===== config.mk =====
export PLATFORM = sky130hd
export DESIGN_NAME = mesi_line_ctrl
export DESIGN_NICKNAME = d
export VERILOG_FILES = /design/src/rtl/mesi_pkg.sv /design/src/rtl/mesi_tag_store.sv /design/src/rtl/mesi_snoop_side.sv /design/src/rtl/mesi_proc_side.sv /design/src/rtl/mesi_line_ctrl.sv
export SDC_FILE = /design/constraint.sdc
export NUM_CORES = 1
export LEC_CHECK = 0
export BUFFER_PORTS_ARGS = -buffer_cell sky130_fd_sc_hd__clkbuf_2
export CAP_MARGIN = 20
export CORE_MARGIN = 1
export CORE_UTILIZATION = 52
export CTS_BUF_LIST = sky130_fd_sc_hd__clkbuf_4
export CTS_CLUSTER_SIZE = 14
export DETAILED_ROUTE_END_ITERATION = 16
export GPL_TIMING_DRIVEN = 0
export HOLD_SLACK_MARGIN = 0.08
export PLACE_DENSITY = 0.81
export SLEW_MARGIN = 10
export SYNTH_ARGS = -nofsm -noshare
export SYNTH_HDL_FRONTEND = slang
export SYNTH_SLANG_ARGS = --single-unit

===== constraint.sdc =====
create_clock -name clk -period 4.1 [get_ports clk]
set_input_delay 0.82 -clock clk [delete_from_list [all_inputs] [get_ports clk]]
set_output_delay 0.82 -clock clk [all_outputs]
set_load 0.1 [all_outputs]

===== src/rtl/mesi_pkg.sv =====
package mesi_pkg;

    typedef enum logic [1:0] {
        ST_I = 2'd0,
        ST_S = 2'd1,
        ST_E = 2'd2,
        ST_M = 2'd3
    } line_st_e;

    typedef enum logic [2:0] {
        CMD_NONE = 3'd0,
        CMD_RD   = 3'd1,
        CMD_RDX  = 3'd2,
        CMD_UPGR = 3'd3,
        CMD_WB   = 3'd4
    } bus_cmd_e;

    typedef enum logic [1:0] {
        OP_RD  = 2'd0,
        OP_WR  = 2'd1,
        OP_EV  = 2'd2,
        OP_RSV = 2'd3
    } proc_op_e;

    function automatic line_st_e fill_state(input logic shared);
        return shared ? ST_S : ST_E;
    endfunction

    function automatic line_st_e snoop_next(input line_st_e st, input bus_cmd_e cmd);
        line_st_e n;
        n = st;
        case (cmd)
            CMD_RD:            if (st == ST_E || st == ST_M) n = ST_S;
            CMD_RDX, CMD_UPGR: n = ST_I;
            default:           n = st;
        endcase
        return n;
    endfunction

endpackage


===== src/rtl/mesi_tag_store.sv =====
module mesi_tag_store
    import mesi_pkg::*;
#(
    parameter int IDX_W = 2,
    parameter int TAG_W = 6
) (
    input  logic             clk,
    input  logic             rst,
    input  logic [IDX_W-1:0] pa_idx,
    output line_st_e         pa_st,
    output logic [TAG_W-1:0] pa_tag,
    input  logic [IDX_W-1:0] sb_idx,
    output line_st_e         sb_st,
    output logic [TAG_W-1:0] sb_tag,
    input  logic             pw_en,
    input  line_st_e         pw_st,
    input  logic [TAG_W-1:0] pw_tag,
    input  logic             sw_en,
    input  line_st_e         sw_st
);
    localparam int LINES = 1 << IDX_W;

    line_st_e         st_q  [LINES];
    logic [TAG_W-1:0] tag_q [LINES];

    for (genvar i = 0; i < LINES; i++) begin : g_line
        always_ff @(posedge clk) begin
            if (rst) begin
                st_q[i] <= ST_I;
            end else if (sw_en && sb_idx == IDX_W'(i)) begin
                st_q[i] <= sw_st;
            end else if (pw_en && pa_idx == IDX_W'(i)) begin
                st_q[i]  <= pw_st;
                tag_q[i] <= pw_tag;
            end
        end
    end

    assign pa_st  = st_q[pa_idx];
    assign pa_tag = tag_q[pa_idx];
    assign sb_st  = st_q[sb_idx];
    assign sb_tag = tag_q[sb_idx];


    one_writer_chk: assert property (@(posedge clk) disable iff (rst)
        !(pw_en && sw_en));

endmodule


===== src/rtl/mesi_snoop_side.sv =====
module mesi_snoop_side
    import mesi_pkg::*;
#(
    parameter int TAG_W = 6
) (
    input  logic             clk,
    input  logic             rst,
    input  logic             snp_valid,
    input  bus_cmd_e         snp_cmd,
    input  logic [TAG_W-1:0] snp_tag,
    input  line_st_e         st,
    input  logic [TAG_W-1:0] tag,
    output logic             shared,
    output logic             dirty,
    output logic             we,
    output line_st_e         nst
);
    logic hit;

    always_comb begin
        hit    = snp_valid && (st != ST_I) && (tag == snp_tag);
        shared = 1'b0;
        dirty  = 1'b0;
        nst    = st;
        we     = 1'b0;
        if (hit) begin
            case (snp_cmd)
                CMD_RD: begin
                    shared = 1'b1;
                    dirty  = (st == ST_M);
                end
                CMD_RDX, CMD_UPGR: dirty = (st == ST_M);
                default: ;
            endcase
            nst = snoop_next(st, snp_cmd);
            we  = (nst != st);
        end
    end


    dirty_read_shared_chk: assert property (@(posedge clk) disable iff (rst)
        (snp_cmd == CMD_RD && dirty) |-> shared);

endmodule


===== src/rtl/mesi_proc_side.sv =====
module mesi_proc_side
    import mesi_pkg::*;
#(
    parameter int TAG_W = 6
) (
    input  logic             clk,
    input  logic             rst,
    input  logic             req_valid,
    input  proc_op_e         op,
    input  logic [TAG_W-1:0] req_tag,
    input  line_st_e         st,
    input  logic [TAG_W-1:0] tag,
    input  logic             snp_busy,
    input  logic             grant,
    input  logic             shared_in,
    output logic             done,
    output logic             req,
    output bus_cmd_e         cmd,
    output logic             victim,
    output logic             we,
    output line_st_e         nst,
    output logic [TAG_W-1:0] ntag
);
    logic hit, victim_m;

    always_comb begin
        hit      = (st != ST_I) && (tag == req_tag);
        victim_m = (st == ST_M) && !hit;
        done     = 1'b0;
        req      = 1'b0;
        cmd      = CMD_NONE;
        victim   = 1'b0;
        we       = 1'b0;
        nst      = st;
        ntag     = tag;
        if (req_valid && !snp_busy) begin
            case (op)
                OP_WR: begin
                    if (hit && (st == ST_E || st == ST_M)) begin
                        done = 1'b1;
                        we   = 1'b1;
                        nst  = ST_M;
                    end else if (victim_m) begin
                        req    = 1'b1;
                        cmd    = CMD_WB;
                        victim = 1'b1;
                    end else begin
                        req = 1'b1;
                        cmd = hit ? CMD_UPGR : CMD_RDX;
                    end
                end
                OP_EV: begin
                    if (hit && st == ST_M) begin
                        req = 1'b1;
                        cmd = CMD_WB;
                    end else begin
                        done = 1'b1;
                        if (hit) begin
                            we  = 1'b1;
                            nst = ST_I;
                        end
                    end
                end
                default: begin
                    if (hit) begin
                        done = 1'b1;
                    end else if (victim_m) begin
                        req    = 1'b1;
                        cmd    = CMD_WB;
                        victim = 1'b1;
                    end else begin
                        req = 1'b1;
                        cmd = CMD_RD;
                    end
                end
            endcase
            if (req && grant) begin
                we = 1'b1;
                if (cmd == CMD_WB) begin
                    nst  = ST_I;
                    done = (op == OP_EV);
                end else begin
                    done = 1'b1;
                    ntag = req_tag;
                    nst  = (op == OP_WR) ? ST_M : fill_state(shared_in);
                end
            end
        end
    end


    upgr_from_shared_chk: assert property (@(posedge clk) disable iff (rst)
        (cmd == CMD_UPGR) |-> (st == ST_S));


    silent_done_chk: assert property (@(posedge clk) disable iff (rst)
        (done && !grant) |-> !req);

endmodule


===== src/rtl/mesi_line_ctrl.sv =====
module mesi_line_ctrl
    import mesi_pkg::*;
#(
    parameter int ADDR_W = 8,
    parameter int IDX_W  = 2
) (
    input  logic              clk,
    input  logic              rst,
    input  logic              proc_valid,
    input  logic [1:0]        proc_op,
    input  logic [ADDR_W-1:0] proc_addr,
    output logic              proc_done,
    output logic              bus_req,
    output logic [2:0]        bus_cmd,
    output logic [ADDR_W-1:0] bus_addr,
    input  logic              bus_grant,
    input  logic              bus_shared_in,
    input  logic              snp_valid,
    input  logic [2:0]        snp_cmd,
    input  logic [ADDR_W-1:0] snp_addr,
    output logic              snp_shared,
    output logic              snp_dirty
);
    localparam int TAG_W = ADDR_W - IDX_W;

    logic [IDX_W-1:0] p_idx, s_idx;
    logic [TAG_W-1:0] p_tag, s_tag, pa_tag, sb_tag, p_ntag;
    line_st_e         pa_st, sb_st, p_nst, s_nst;
    logic             p_we, s_we, p_victim;
    bus_cmd_e         p_cmd;

    assign p_idx = proc_addr[IDX_W-1:0];
    assign p_tag = proc_addr[ADDR_W-1:IDX_W];
    assign s_idx = snp_addr[IDX_W-1:0];
    assign s_tag = snp_addr[ADDR_W-1:IDX_W];

    mesi_tag_store #(.IDX_W(IDX_W), .TAG_W(TAG_W)) u_store (
        .clk(clk), .rst(rst),
        .pa_idx(p_idx), .pa_st(pa_st), .pa_tag(pa_tag),
        .sb_idx(s_idx), .sb_st(sb_st), .sb_tag(sb_tag),
        .pw_en(p_we), .pw_st(p_nst), .pw_tag(p_ntag),
        .sw_en(s_we), .sw_st(s_nst)
    );

    mesi_snoop_side #(.TAG_W(TAG_W)) u_snoop (
        .clk(clk), .rst(rst),
        .snp_valid(snp_valid), .snp_cmd(bus_cmd_e'(snp_cmd)), .snp_tag(s_tag),
        .st(sb_st), .tag(sb_tag),
        .shared(snp_shared), .dirty(snp_dirty), .we(s_we), .nst(s_nst)
    );

    mesi_proc_side #(.TAG_W(TAG_W)) u_proc (
        .clk(clk), .rst(rst),
        .req_valid(proc_valid), .op(proc_op_e'(proc_op)), .req_tag(p_tag),
        .st(pa_st), .tag(pa_tag),
        .snp_busy(snp_valid), .grant(bus_grant), .shared_in(bus_shared_in),
        .done(proc_done), .req(bus_req), .cmd(p_cmd), .victim(p_victim),
        .we(p_we), .nst(p_nst), .ntag(p_ntag)
    );

    assign bus_cmd  = p_cmd;
    assign bus_addr = p_victim ? {pa_tag, p_idx} : proc_addr;


    stall_until_grant_chk: assert property (@(posedge clk) disable iff (rst)
        (bus_req && !bus_grant) |-> !proc_done);


    snoop_stalls_proc_chk: assert property (@(posedge clk) disable iff (rst)
        snp_valid |-> (!proc_done && !bus_req));


    wb_only_requested_chk: assert property (@(posedge clk) disable iff (rst)
        (bus_cmd == 3'd4) |-> bus_req);


    wb_snoop_silent_chk: assert property (@(posedge clk) disable iff (rst)
        (snp_valid && snp_cmd == 3'd4) |-> (!snp_shared && !snp_dirty));

endmodule


==> metrics.log <==
[metrics] Max Clock Skew: about 0.0067 ns
[metrics] run status: complete, but fails checks
[metrics] number of library cell types mapped by synthesis: 58
[metrics] Cell Area, Placed: between 0.002 and 0.003 mm^2
[metrics] capturing element type of the critical path: primary output
[metrics] worst-margin pin slew: around 0.54 ns
[metrics] row cnt: 24
[metrics] highest ir drop seen on vdd: 0.000176 V
[metrics] Routed Wire Length: about 5500 um
[metrics] maximum number of pins on one net before global-route repair: 11
[metrics] peak fanout along the critical path: 6
[metrics] area growth from synthesis to layout: 24.1%
[metrics] vias after detailed routing: 1810
[metrics] reported leakage power: approximately 1.1 nW
[metrics] fill cell instance count of the final layout: about 310
[metrics] largest area contributor in the synthesized netlist: sky130_fd_sc_hd__edfxtp_1
[metrics] portion of the post-synthesis area used by sequential elements: between 40% and 50%
[metrics] Horiz. Die Dim: approximately 69 um
[metrics] final setup vio count: 1
[metrics] DRT Pass-1 Iters: 5
[metrics] worst setup path category: in2out
[metrics] layout cell share with drive strength beyond 1: between 40 and 50%
[metrics] Synth warnings: 0
[metrics] drt via density: approximately 6.1
[metrics] GRT Util Overall: 23.3%
[metrics] # clock sinks: 32
[metrics] Clock Path Buffers: 2
[metrics] first-iteration detailed-routing DRC count: approximately 120
[metrics] Startpoint Class: input pin
[metrics] clock tree from TritonCTS: done
[metrics] Synth Net Count: between 200 and 250
[metrics] Port Buf Inserts: 39
[metrics] Routed WL per cell: 18.4 um
[metrics] number of antenna violations at the first check in global routing: 0
[metrics] most used flip-flop cell after synthesis: sky130_fd_sc_hd__edfxtp_1
[metrics] Num CTS Buffers: 5
[metrics] Final Max Slew Viols: 0
[metrics] number of flops mapped to enable cells by yosys: 32
[metrics] Ports: 42
[metrics] final total power: between 0.0008 and 0.0009 W
[metrics] insertion delay to the later sink of the worst-skew pair: around 0.33 ns
[metrics] dpl hpwl: a little under 4000 um
[metrics] unrepaired setup endpoints after global routing: true
[metrics] final net count: between 200 and 300
[metrics] Die H: slightly below 70 um
[metrics] maximum operating frequency: between 0.2 and 0.25 GHz
[metrics] Final TNS setup: -0.0551 ns
[metrics] number of synthesized register bits: 32
[metrics] power per cell area: 291 mW/mm^2
[metrics] Final Core Density: 67.0%
[metrics] CTS root buffer: sky130_fd_sc_hd__clkbuf_4
[metrics] vias in the first global route: between 1500 and 2000
[metrics] fraction of synthesis flops using an asynchronous set or reset pin: 0%
[metrics] count of endpoints failing hold in the final timing report: 0
[metrics] clock-pin transition on the worst setup and hold timing paths: approximately 0.090 ns
[metrics] number of routed nets with antenna violations: 0
[metrics] deepest level of the CTS H-tree: 2
[metrics] Synth area leaders: sky130_fd_sc_hd__edfxtp_1, sky130_fd_sc_hd__mux4_2, sky130_fd_sc_hd__mux2_2, sky130_fd_sc_hd__xnor2_1, sky130_fd_sc_hd__mux2_1
[metrics] design area: 0.00290 mm^2
[metrics] synthesized cell area: ~0.0023 mm^2
[metrics] global-route wire length before repair: ~8700 um
[metrics] CP required: between 3 and 4 ns
[metrics] post-route fraction of the period consumed by the critical path: 101%
[metrics] worst slack at placement: -0.603 ns
[metrics] final worst setup slack: -0.0551 ns
[metrics] cell count after synthesis: 187
[metrics] path class of the lowest-slack min-delay path: in2reg
[metrics] final worst path period need: 4.16 ns
[metrics] endpoint arrival time on the critical path: between 3 and 4 ns
[metrics] RePlAce Congestion: approximately 0.8
[metrics] ant diodes: 0
[metrics] violations in the final reports: setup timing
[metrics] area fraction of the dominant cell type after synthesis: between 40% and 50%
[metrics] post-detailed-route DRC marker count: 0
[metrics] max-capacitance violation count: 0
[metrics] total die area: approximately 0.0048 mm^2
[metrics] CORE AREA: ~0.0043 mm^2
[metrics] effective utilization at floorplan: 54.0%
[metrics] relative slew slack: approximately 64%
[metrics] GRT overflow: 0
[metrics] syn_area_per_cell: 12.5 um^2
per-stage QoR:
stage	hold WS (ns)	std cells
global placement	0.891	278
floorplan	0.835	187
global route	0.953	297
finish	0.944	297
detailed placement	0.914	278
CTS	0.913	289
logic make-up (layout without fill, tap and decap cells):
logic type               after synthesis  count (layout)  synth area share (%)
XOR/XNOR                              13              13                  5.52
adder cells (fa/ha/maj)                2               2                  1.07
AO/OA/AOI/OAI                         34              34                  10.9
flip-flops                            32              32                  41.2
buffers and inverters                 23              81                  5.04
AND/OR/NAND/NOR                       52              52                  13.7
multiplexers                          31              31                  22.6
flip-flops by register name (all words and copies together), names as in the netlist:
| name | flops |
|---|---|
| u_store.st_q | 8 |
| u_store.tag_q | 24 |
cell usage in the layout, fill, tap and decap left out, drive strengths merged, types with 5 or more instances in the layout:
master  netlist  routed
mux4         16      16
clkbuf        7      51
nand2         9       9
inv           9       9
buf           7      19
o21ai         9       9
mux2         14      14
nor2          7       7
nor2b         5       5
edfxtp       32      32
a21oi         5       5
xnor2        10      10
routing by layer:
layer	GRT usage (%)	part of all wire, %	vias to the layer above
met5	0	0	-
met4	8.84	1.6	0
met3	3.07	6.4	10
met2	38.8	50	61
met1	31.0	42	887
li1	-	-	852
path summary, 6_finish.rpt:
check	depth (start not counted)	slack (ns)	end	start
worst min register to register	2	0.96	u_store.tag_q[1][5]	u_store.tag_q[2][5]
worst min-delay path	2	0.94	u_store.tag_q[1][5]	proc_addr[7]
worst max-delay path	10	-0.06	proc_done	proc_addr[0]
worst max register to register	9	0.76	u_store.tag_q[2][5]	u_store.tag_q[3][4]
final cells by class:
class / count / area, um^2 / area share [%]
inverter: 9 / 33.8 / 1.17
sequential: 32 / 961 / 33.2
multi-input combinational: 132 / 1340 / 46.1
clock buffer: 6 / 45.0 / 1.55
clock inverter: 2 / 35.0 / 1.21
tap: 52 / 65.1 / 2.25
buffer: 12 / 86.3 / 2.98
timing repair buffer: 52 / 335 / 11.6
cells in the mapped netlist, types with 2 or more instances:
cell and number:
sky130_fd_sc_hd__mux2_2 8, sky130_fd_sc_hd__or3_1 3, sky130_fd_sc_hd__or2_2 4, sky130_fd_sc_hd__nor4_1 3, sky130_fd_sc_hd__mux4_2 16, sky130_fd_sc_hd__mux2_1 6, sky130_fd_sc_hd__inv_1 9, sky130_fd_sc_hd__xor2_1 3
sky130_fd_sc_hd__o21ai_0 5, sky130_fd_sc_hd__ha_1 2, sky130_fd_sc_hd__nor2_1 7, sky130_fd_sc_hd__nand3b_1 2, sky130_fd_sc_hd__and2_1 2, sky130_fd_sc_hd__nand3_1 3, sky130_fd_sc_hd__o31ai_1 2, sky130_fd_sc_hd__a21oi_1 5
sky130_fd_sc_hd__a22oi_1 3, sky130_fd_sc_hd__o21ai_1 4, sky130_fd_sc_hd__clkbuf_1 7, sky130_fd_sc_hd__buf_4 2, sky130_fd_sc_hd__or3b_4 2, sky130_fd_sc_hd__nand2_1 8, sky130_fd_sc_hd__nor2b_1 5, sky130_fd_sc_hd__buf_6 3
sky130_fd_sc_hd__xnor2_1 8, sky130_fd_sc_hd__edfxtp_1 32, sky130_fd_sc_hd__xnor2_2 2
repair_timing:
item,CTS,global route
gates resized for setup,18,15
pin swaps,2,8
setup endpoints to repair,13,10
cloned,0,0
endpoints found under the hold margin,0,0
hold buffers,0,0
setup buffers,4,9
power by group:
| group | switching (W) | internal (W) | total, W |
|---|---|---|---|
| sequential | 0.00000200 | 0.000366 | 0.000368 |
| clock | 0.000105 | 0.000134 | 0.000239 |
| combinational | 0.000144 | 0.0000935 | 0.000237 |
| total | 0.000250 | 0.000594 | 0.000844 |
critical path: stages:
cell                        delay [ns]
sky130_fd_sc_hd__buf_12           0.10
sky130_fd_sc_hd__buf_8            0.10
sky130_fd_sc_hd__mux4_2           0.55
sky130_fd_sc_hd__xnor2_2          0.22
sky130_fd_sc_hd__nand2_4          0.10
sky130_fd_sc_hd__or4_4            0.59
sky130_fd_sc_hd__a21oi_4          0.18
sky130_fd_sc_hd__mux2i_2          0.24
sky130_fd_sc_hd__o221a_4          0.22
sky130_fd_sc_hd__clkbuf_16        0.19
No activity file was read; power rests on OpenSTA's default activity.
